## src/rtl/tod_regfile.sv

```systemverilog
module tod_regfile #(
  parameter int AW       = 4,
  parameter int FLAG_BIT = 3
) (
  input  logic          clk,
  input  logic          rst_n,
  input  logic          tick,
  input  logic          cs,
  input  logic          rd,
  input  logic          wr,
  input  logic [AW-1:0] addr,
  input  logic [3:0]    wdata,
  output logic [3:0]    rdata
);
  localparam int ND = 6;
  localparam logic [3:0] LIM [ND] = '{4'd9, 4'd9, 4'd5, 4'd9, 4'd5, 4'd9};

  logic [3:0] dig [ND];
  logic [ND:0] cy;
  logic flag, snap, ctl_q, wr_q;

  wire ctl_rd    = cs & rd & (addr == '0);
  wire ctl_start = ctl_rd & ~ctl_q;
  wire wr_edge   = cs & wr & ~wr_q;

  assign cy[0] = tick;

  for (genvar g = 0; g < ND; g++) begin : g_dig
    wire at_lim = dig[g] >= LIM[g];
    wire sel    = wr_edge & (addr == AW'(g + 1));
    assign cy[g+1] = cy[g] & at_lim;
    always_ff @(posedge clk) begin
      if (!rst_n)      dig[g] <= '0;
      else if (sel)    dig[g] <= wdata;
      else if (cy[g])  dig[g] <= at_lim ? 4'd0 : dig[g] + 4'd1;
    end
  end

  always_ff @(posedge clk) begin
    if (!rst_n) begin
      flag  <= 1'b0;
      snap  <= 1'b0;
      ctl_q <= 1'b0;
      wr_q  <= 1'b0;
    end else begin
      ctl_q <= ctl_rd;
      wr_q  <= wr;
      if (ctl_start) begin
        snap <= flag;
        flag <= tick;
      end else if (tick) begin
        flag <= 1'b1;
      end
    end
  end

  always_comb begin
    rdata = '0;
    if (cs && rd) begin
      if (addr == '0)
        rdata[FLAG_BIT] = ctl_q ? snap : flag;
      for (int i = 0; i < ND; i++)
        if (addr == AW'(i + 1)) rdata = dig[i];
    end
  end
endmodule


```

## config.mk

```make
export PLATFORM = sky130hd
export DESIGN_NAME = tod_regfile
export DESIGN_NICKNAME = d
export VERILOG_FILES = /design/src/rtl/tod_regfile.sv
export SDC_FILE = /design/constraint.sdc
export NUM_CORES = 1
export LEC_CHECK = 0
export BUFFER_PORTS_ARGS = -buffer_cell sky130_fd_sc_hd__buf_4
export CAP_MARGIN = 20
export CORE_MARGIN = 2
export CORE_UTILIZATION = 64
export CTS_BUF_LIST = sky130_fd_sc_hd__clkbuf_4 sky130_fd_sc_hd__clkbuf_8 sky130_fd_sc_hd__clkbuf_16
export DETAILED_ROUTE_END_ITERATION = 8
export PLACE_DENSITY = 0.85
export SYNTH_ARGS = -nofsm -noshare
export SYNTH_HDL_FRONTEND = slang
export SYNTH_SLANG_ARGS = --single-unit
```

## constraint.sdc

```tcl
create_clock -name clk -period 3.7 [get_ports clk]
set_clock_uncertainty 0.05 [all_clocks]
set_input_delay 0.74 -clock clk [delete_from_list [all_inputs] [get_ports clk]]
set_output_delay 0.74 -clock clk [all_outputs]
set_load 0.005 [all_outputs]
```

Word-level counts from Yosys, hierarchy flattened
Memory sizes are Yosys's and may differ from the RTL's.
Cells that the tools add are included.
- flip-flop bits (word level): 4
- memory bits (writable): 24
- input port bits: 14
- output and inout port bits: 4
- logic and storage cells: 128
- memories kept: 1
- memories (memory ; depth ; bits a word ; read ports ; clocked after Yosys merged registers in ; write ports ; line ; text):
    dig ; 6 ; 4 ; 6 ; 0 ; 6 ; 18 ; logic [3:0] dig [ND];
- add/subtract/negate cells: 6
- $lt $le $gt $ge: 6
- equality and inequality tests: 6
- muxes and demuxes: 72
- bitwise operators: 30
- reduce and logical (&&, ||, !) cells: 3
- operators with widths (operator ; count):
    4-bit 2-to-1 mux ; 25
    1-bit 2-to-1 mux ; 47
    4-bit by 1-bit adder with 4-bit output, second input constant ; 6
    1-bit AND ; 16
    4-bit >= comparator, second input constant ; 4
    4-bit by 3-bit equality test with 1-bit output, second input constant ; 3
    1-bit bitwise OR ; 12
    4-bit by 2-bit equality test with 1-bit output, second input constant ; 2
    4-bit by 3-bit >= comparator with 1-bit output, second input constant ; 2
    4-bit by 1-bit equality test with 1-bit output, second input constant ; 1
    4-bit logical NOT ; 1
    1-bit inverter ; 2
    2-bit nonzero test ; 1
    1-bit logical AND ; 1

Logic depth before layout (Yosys ltp)
Gate-level depths: netlist of run 1.
- depth after elaboration: 11
- mapped depth: 7
- depth with buffers taken out: 7

Worst setup path before layout of run 1
OpenSTA, ideal clock, no wires.
- path type: input to output
- start: input addr[0]
- end: output rdata[3]
- arrival time: 1573 ps
- required time: 2910 ps
- slack: 1337 ps
- cell stages on the path: 5
- buffers on the path: 1
- path through: buf_2 > nor2b_1 > o21ai_0 > a21o_1 > a211oi_1
- longest elaborated chain between the ends: 9
- elaborated cells on any way between the ends: 15
- those cells by class: 6 x eq/ne; 8 x mux; 1 x reduce/logical
- RTL lines (element ; line ; text):
    from (decl) ; 11 ; input logic [AW-1:0] addr,
    4-bit logical NOT ; 60 ; if (addr == '0)
    1-bit 2-to-1 mux ; 60 ;
    4-bit 2-to-1 mux (5 in series) ; 63 ; if (addr == AW'(i + 1)) rdata = dig[i];
    4-bit 2-to-1 mux * ; 63 ;
    4-bit 2-to-1 mux * ; 59 ; if (cs && rd) begin
    to (decl) ; 13 ; output logic [3:0] rdata
Mark *: on every way between the ends. The rest lies on a longest branch, timed or not.

Worst setup path after layout of run 1
- start: input addr[1]
- end: output rdata[3]
Same word-level chain as after synthesis.

==> results of run 1 <==
[kinds of logic after synthesis]
group                    Yosys count  share of synthesized area [%]
AO/OA/AOI/OAI                     57                          18.24
XOR/XNOR                           6                          2.487
adder cells (fa/ha/maj)           18                          10.66
buffers and inverters             27                          5.151
flip-flops                        28                          37.89
multiplexers                       3                          1.480
AND/OR/NAND/NOR                   90                          24.10
[layout make-up]
| class | count | area [um2] |
|---|---|---|
| repair buffers | 17 | 127.6 |
| clock buffers | 4 | 36.28 |
| multi-input cells | 174 | 1204 |
| well taps | 44 | 55.05 |
| fillers | 256 | 797.0 |
| inverters | 22 | 82.58 |
| flip-flops and latches | 28 | 800.8 |
[flip-flops by register name (all words and copies together) (netlist names)]
signal,flops
dig,24
ctl_q,1
flag,1
snap,1
wr_q,1
[per-layer routing]
metal  part of all wire (%)  vias up  routed length, um  track usage [%]
li1                       -      854                  -                -
met1                     44      808               2109            40.34
met2                     45       94               2157            43.16
met3                    8.6        7                410            3.782
met4                    1.6        0                 76            9.119
met5                      0        -                  0                0
[final timing paths]
check	depth (start not counted)	endpoint	slack (ns)	from
worst max-delay path	6	rdata[3]	0.95	addr[1]
worst min-delay path	2	snap	0.47	snap
worst max register to register	7	dig[5][2]	1.52	dig[0][0]
worst min register to register	2	snap	0.47	snap
[layout by cell type, fill, tap and decap left out, types with 5 or more instances in the layout]
cell type,netlist,routed
a21oi_1,5,5
a31oi_1,6,6
a32oi_1,5,5
buf_4,1,17
edfxtp_1,24,24
ha_1,18,18
inv_1,21,21
nand2_1,35,35
nand3_1,5,5
nor2_1,20,20
o21ai_0,17,17
o21ai_1,8,8
xnor2_1,5,5
[worst max-delay path, cell delays in order]
cell and delay, ns:
buf_4 0.18, nor2b_1 0.25, o21ai_0 0.13, a21o_1 0.19, a211oi_1 0.29, buf_4 0.17
[where the power goes]
group	internal (uW)	leakage (uW)	total, uW	switching (uW)
combinational	44.8	0.000585	112	66.9
sequential	358	0.000284	378	19.6
clock	60.4	0.0000210	157	96.3
total	464	0.000890	647	183
[through the flow]
stage / worst slack (ns) / total power, uW / instance area, um2 / cells
floorplan: 1.337 / 453.0 / 2113 / 229
global placement: 1.123 / 491.2 / 2270 / 285
detailed placement: 0.9964 / 494.8 / 2270 / 285
CTS: 0.9949 / 647.0 / 2306 / 289
global route: 0.8485 / 672.0 / 2306 / 289
finish: 0.9518 / 646.5 / 2306 / 289
==> metrics.yaml, run 1 <==
worstSetupEndpointType: "output port"
peakVddDrop_mv: 0.1684
dr.pass1.iters: 7
critical_path_arrival_ns: 1.96
synthFlopType: "edfxtp_1"
clk_pin_slew_ns: 0.15
status: "finished, final reports clean"
via_per_inst: 6.100
worstPathRequired_ns: 2.91
cts_buffers: 3
synth_top_area_share_pct: 34.10
dp_hpwl_mm: 3.600
crit_path_max_fanout: 17
synth_enable_flop_cells: 24
drv_slew: 0
vias: 1763
antenna_left: 0
antenna_found_initial: 0
fmax_mhz: 363.9
clk-insertion-delay-late_ns: 0.34
synthDistinctLibCells: 46
fin_crit_ns: 2.748
port_buffers: 17
netlist_instances: 229
cts_root_buffer: "clkbuf_4"
coreArea_um2: 3103
rsz0062_at_grt: "false"
totalNegativeSetupSlack_ns: 0
htree_levels: 1
synth_most_common_cell: "nand2_1"
cts_buffer_depth: 2
area_delta_synth_final_pct: 9.118
gr-total-overflow: 0
grt_util_all_layers_pct: 27.83
worstSetupPathType: "input pin to output port"
leakage_uw: 0.0008900
die-area_um2: 3777
yosysSeqAreaShare_pct: 37.89
synth_seq_cells: 28
hold_class: "register to register"
wirelength_mm: 4.753
power_density_nw_per_um2: 280.4
boundaryPins: 18
max-cap-violations: 0
die_x_um: 61.46
num_antenna_cells: 0
yosysTopAreaCell: "edfxtp_1"
row_count: 20
fin_util_pct: 74.31
start_util_pct: 68.10
grt_pass1_wl_mm: 7.652
fin_nets: 278
max_slew.worst_pin.slew_ns: 0.4459
synthTopCellsByArea: "edfxtp_1 (34%), ha_1 (11%), nand2_1 (6.2%), o21ai_0 (4.0%), dfxtp_1 (3.8%)"
yosys-top-cells-count: "nand2_1 (35), edfxtp_1 (24), inv_1 (21)"
setup_violations: 0
grt_pass1_vias: 1602
drt-initial-drc-count: 189
async_flop_share_pct: 0
syn-num-nets: 261
grt_max_degree: 21
clock_sinks: 28
drive_gt1_share_pct: 14.29
slew_headroom_pct: 70.14
layout_worst_path_cycle_share_pct: 74.28
cts_tree: "yes"
post_cts_buffers: 0
synth_warnings: 0
drcViolationCount: 0
holdWs_ns: 0.4693
holdBufCountCts: 0
cts_resized: 0
hold_viol: 0
worstSetupStartpointType: "input pin"
syn_avg_cell_area_um2: 9.228
wl_per_cell_um: 16.45
synth_area_um2: 2113
place_congestion: 0.9767
fp.dieH_um: 61.46
No activity file was read; power rests on OpenSTA's default activity.
==> inputs of run 2 (changes only) <==
CORE_UTILIZATION = 60   (was 64)
PLACE_DENSITY = 0.8   (was 0.85)
clock period = 2.6 ns   (was 3.7 ns; I/O delays follow)
==> run 2 against run 1 <==
Against the previous run:
- clock power is 18% higher
- largest cell class unchanged
- setup slack worse by 0.59 ns
- critical path type is now register to output port
- combinational power up 44%
- highest routed layer unchanged
- power grew 37%
- final cell count grew 0.69%
- hold slack worse by 0.11 ns
- non-clock buffer count unchanged
- largest power group unchanged
- utilization shrank 6.0 points
- critical path depth fell by 2
==> metrics.yaml, run 2 (synthesis gave the netlist of run 1 again) <==
fp.dieH_um: 63.35  # +3.1%
cts_root_buffer: "clkbuf_4"
antenna_left: 0  # unchanged
drv_slew: 0  # unchanged
peakVddDrop_mv: 0.2002  # +19%
highest_layer: "met4"
die_x_um: 63.35  # +3.1%
grt_pass1_vias: 1657  # +3.4%
cts_tree: "yes"
hold_viol: 0  # unchanged
rsz0062_at_grt: "false"
wl_met1_mm: 2.047  # -2.9%
area_delta_synth_final_pct: 8.762
worstSetupStartpointType: "register"
worstSetupPathType: "register to output port"
die-area_um2: 4013  # +6.2%
start_util_pct: 62.83  # -5.3 points
max_slew.worst_pin.slew_ns: 0.4759  # +0.02997 ns
layout_worst_path_cycle_share_pct: 86.23
wirelength_mm: 4.756  # about the same
coreArea_um2: 3363  # +8.4%
leakage_uw: 0.0008844  # -0.63%
holdBufCountCts: 0  # unchanged
cts_buffer_depth: 2  # unchanged
final_cell_mix: "nand2_1 (35), edfxtp_1 (24), inv_1 (21), nor2_1 (20), ha_1 (18)"
instances_no_fill: 291  # +0.69%
regMostFlops: "dig"
setup_violations: 0  # unchanged
clk_pin_slew_ns: 0.15  # about the same
layout_commonest_cell: "nand2_1"
timing.final.ws_setup_ns: 0.3580  # -0.5938 ns
drt-initial-drc-count: 249  # +32%
vias: 1774  # +0.62%
port_buffers: 17  # unchanged
dp_hpwl_mm: 3.697  # +2.7%
crit_path_max_fanout: 4  # -13
wl_met2_mm: 2.129  # -1.3%
dr.pass1.iters: 6  # -1
slew_headroom_pct: 68.13  # -2.0 points
pre_cts_ws_ns: 0.4268  # -0.5696 ns
worstSetupEndpointType: "output port"
grt_util_all_layers_pct: 25.70  # -2.1 points
totalNegativeSetupSlack_ns: 0  # unchanged
antenna_found_initial: 0  # unchanged
critical_path_arrival_ns: 1.67  # -0.29 ns
cts_buffers: 3  # unchanged
hold_class: "input pin to register"
htree_levels: 1  # unchanged
fmax_mhz: 446.0
wl_met3_um: 469  # +14%
nFillCells: 288  # +13%
row_count: 21  # +5.0%
holdWs_ns: 0.3564  # -0.1129 ns
cts_resized: 0  # unchanged
boundaryPins: 18  # unchanged
wl_per_cell_um: 16.34  # -0.62%
worstPathRequired_ns: 2.03  # -0.88 ns
post_cts_buffers: 0  # unchanged
drcViolationCount: 0  # unchanged
clock_sinks: 28  # unchanged
fin_crit_ns: 2.242
max-cap-violations: 0  # unchanged
place_congestion: 0.8765  # -10%
gr-total-overflow: 0  # unchanged
fin_nets: 278  # unchanged
fin_util_pct: 68.34  # -6.0 points
grt_max_degree: 21  # unchanged
power_density_nw_per_um2: 384.8  # +37%
via_per_inst: 6.096  # about the same
status: "finished, final reports clean"
largest_reg_flops: 24  # unchanged
drive_gt1_share_pct: 13.88  # -0.41 points
clk-insertion-delay-late_ns: 0.34  # about the same
num_antenna_cells: 0  # unchanged
dp_cells: 287  # +0.70%
grt_pass1_wl_mm: 7.990  # +4.4%
[run 2: changes by cell type in the layout (fill, tap and decap cells not counted), sizes merged]
cell and delta:
clkbuf -1, clkinv +1
[run 2: area by class of cell]
cell class	count	area, um2	share of cell area [%]
well taps	46	57.56	2.504
multi-input cells	174	1204	52.37
repair buffers	17	127.6	5.553
inverters	22	82.58	3.593
clock buffers	3	22.52	0.9799
clock inverters	1	3.754	0.1633
flip-flops and latches	28	800.8	34.84
[run 2: path summary, 6_finish.rpt]
path	from	to	slack (ns)	depth (start not counted)
worst max register to register	dig[0][0]	dig[5][0]	0.48	7
worst min-delay path	wr	wr_q	0.36	2
worst max-delay path	dig[1][2]	rdata[2]	0.36	4
worst min register to register	flag	flag	0.47	2
[run 2: critical path: stages (launching register included)]
cell and delay, ns:
edfxtp_1 0.51, mux2_2 0.32, a221oi_1 0.25, a211oi_1 0.11, buf_4 0.15
[run 2: layer usage]
metal | GRT usage, % | up-vias
li1 | - | 859
met1 | 38.24 | 812
met2 | 38.55 | 94
met3 | 1.964 | 9
met4 | 10.87 | 0
met5 | 0 | -
[run 2: report_power, final]
group | switching [uW] | internal (uW)
combinational | 96.6 | 64.2
clock | 129 | 56.6
sequential | 27.4 | 510
[run 2: through the flow]
stage                     total power (uW)  cell area, um2
after floorplan                      644.7            2113
after CTS                            889.3            2298
after detailed placement             705.7            2272
after global routing                 933.1            2298
final                                884.5            2298
after global placement               701.6            2272
==> inputs of run 3 (changes only) <==
CORE_MARGIN = 5   (was 2)
==> run 3 against run 2 <==
Against the previous run:
- die area increased by 20%
- critical endpoint unchanged
- via count is 3.2% lower
- sequential power about the same
- highest routed layer unchanged
==> metrics.yaml, run 3 (synthesis gave the netlist of run 1 again) <==
status: "finished, final reports clean"
antenna_left: 0  # unchanged
max_stage_delay_ns: 0.51  # about the same
layout_worst_path_cycle_share_pct: 85.81  # -0.42 points
row_count: 21  # unchanged
fin_nets: 278  # unchanged
clock_sinks: 28  # unchanged
num_antenna_cells: 0  # unchanged
clk_pin_slew_ns: 0.16  # about the same
gr-total-overflow: 0  # unchanged
hold_path.startpoint: "wr"
worstSetupEndpointType: "output port"
critical_path_arrival_ns: 1.66  # about the same
totalNegativeSetupSlack_ns: 0  # unchanged
cts_resized: 0  # unchanged
critPathSlowestCell: "edfxtp_1"
max-cap-violations: 0  # unchanged
hold_depth: 2  # unchanged
grt_util_all_layers_pct: 20.09  # -5.6 points
fmax_mhz: 448.2  # +0.49%
die-area_um2: 4809  # +20%
reg2reg_to: "dig[5][2]"
drt-initial-drc-count: 156  # -37%
fin_crit_ns: 2.231  # -0.01101 ns
dp_hpwl_mm: 3.676  # -0.57%
regMostFlops: "dig"
reg2reg_slack_ns: 0.46  # -0.02 ns
crit_path_max_fanout: 4  # unchanged
cts_root_buffer: "clkbuf_4"
hold_viol: 0  # unchanged
grt_pass1_wl_mm: 7.803  # -2.3%
holdBufCountCts: 0  # unchanged
htree_levels: 1  # unchanged
layout_commonest_cell: "nand2_1"
wl_per_cell_um: 16.40  # +0.36%
clk-insertion-delay-late_ns: 0.34  # about the same
wirelength_mm: 4.773  # +0.36%
worstPathRequired_ns: 2.03  # about the same
die_x_um: 69.35  # +9.5%
grt_pass1_vias: 1656  # -0.060%
largest_reg_flops: 24  # unchanged
max_slew.worst_pin.slew_ns: 0.4670  # -0.008867 ns
leakage_uw: 0.0008844  # unchanged
wl_met3_um: 321  # -32%
fp.dieH_um: 69.35  # +9.5%
port_buffers: 17  # unchanged
worstSetupStartpointType: "register"
peakVddDrop_mv: 0.2295  # +15%
wl_met2_mm: 2.079  # -2.3%
area_delta_synth_final_pct: 8.762  # unchanged
start_util_pct: 62.83  # unchanged
antenna_found_initial: 0  # unchanged
path_cells: "mux2_2 -> a221oi_1 -> a211oi_1 -> buf_4"
drcViolationCount: 0  # unchanged
drive_gt1_share_pct: 13.88  # unchanged
boundaryPins: 18  # unchanged
grt_max_degree: 21  # unchanged
slew_headroom_pct: 68.73  # +0.59 points
fin_util_pct: 68.34  # unchanged
wl_met1_mm: 2.323  # +13%
hold_class: "input pin to register"
dr.pass1.iters: 4  # -2
place_congestion: 0.9511  # +8.5%
final_cell_mix: "nand2_1 (35), edfxtp_1 (24), inv_1 (21), nor2_1 (20), ha_1 (18)"
rsz0062_at_grt: "false"
post_cts_buffers: 0  # unchanged
setup_violations: 0  # unchanged
nFillCells: 296  # +2.8%
r2r_start: "dig[0][0]"
vias: 1717  # -3.2%
coreArea_um2: 3363  # unchanged
worstSetupPathType: "register to output port"
drv_slew: 0  # unchanged
hold_end: "wr_q"
ff2ff_path_depth: 7  # unchanged
cp_top_family: "flip-flops"
crit_buf_inv: 1  # unchanged
power_density_nw_per_um2: 386.1  # +0.35%
highest_layer: "met4"
via_per_inst: 5.900  # -3.2%
cts_tree: "yes"
cts_buffer_depth: 2  # unchanged
cts_buffers: 3  # unchanged
run 3: cell counts in the layout (fill, tap and decap cells not counted):
Identical to the previous run, type by type.
run 3: worst max path at each step:
stage,cells past startpoint,endpoint,from,slack (ns)
2_1_floorplan,7,dig[5][0],dig[0][0],0.61
3_3_place_gp,5,rdata[2],addr[0],0.44
3_5_place_dp,6,rdata[3],addr[1],0.41
4_1_cts,4,rdata[2],dig[1][2],0.37
5_1_grt,6,rdata[3],addr[1],0.17
6_report,4,rdata[2],dig[1][2],0.37
run 3: worst reg2reg max path, cell delays in order (launching register included):
cell	delay (ns)
edfxtp_1	0.45
inv_1	0.08
ha_1	0.19
or3b_4	0.25
nand3_4	0.10
or3_4	0.35
nor3_1	0.18
or3_1	0.23
run 3: per-layer routing:
layer	up-vias	GRT usage, %
li1	852	-
met4	0	4.555
met1	815	28.14
met5	-	0
met3	5	4.493
met2	45	31.57
run 3: cell type report:
| class | count | area, um2 | area share, % |
|---|---|---|---|
| Clock buffer | 3 | 22.52 | 0.9799 |
| Inverter | 22 | 82.58 | 3.593 |
| Tap cell | 46 | 57.56 | 2.504 |
| Timing Repair Buffer | 17 | 127.6 | 5.553 |
| Clock inverter | 1 | 3.754 | 0.1633 |
| Multi-Input combinational cell | 174 | 1204 | 52.37 |
| Sequential cell | 28 | 800.8 | 34.84 |
run 3: metrics by stage:
step | instance area [um2] | power, uW | cells | hold slack (ns) | worst slack, ns
after CTS | 2298 | 885.7 | 291 | 0.3601 | 0.3737
after floorplan | 2113 | 644.7 | 229 | 0.4101 | 0.6075
after detailed placement | 2272 | 704.5 | 287 | 0.4571 | 0.4085
after global placement | 2272 | 701.2 | 287 | 0.4354 | 0.4389
after global routing | 2298 | 922.0 | 291 | 0.3572 | 0.1727
final | 2298 | 887.5 | 291 | 0.3566 | 0.3690
run 3: where the power goes:
group          switching, uW  internal [uW]  total, uW
clock                    134           56.7        191
combinational           95.0           63.8        159
sequential              27.6            510        538
total                    257            631        888
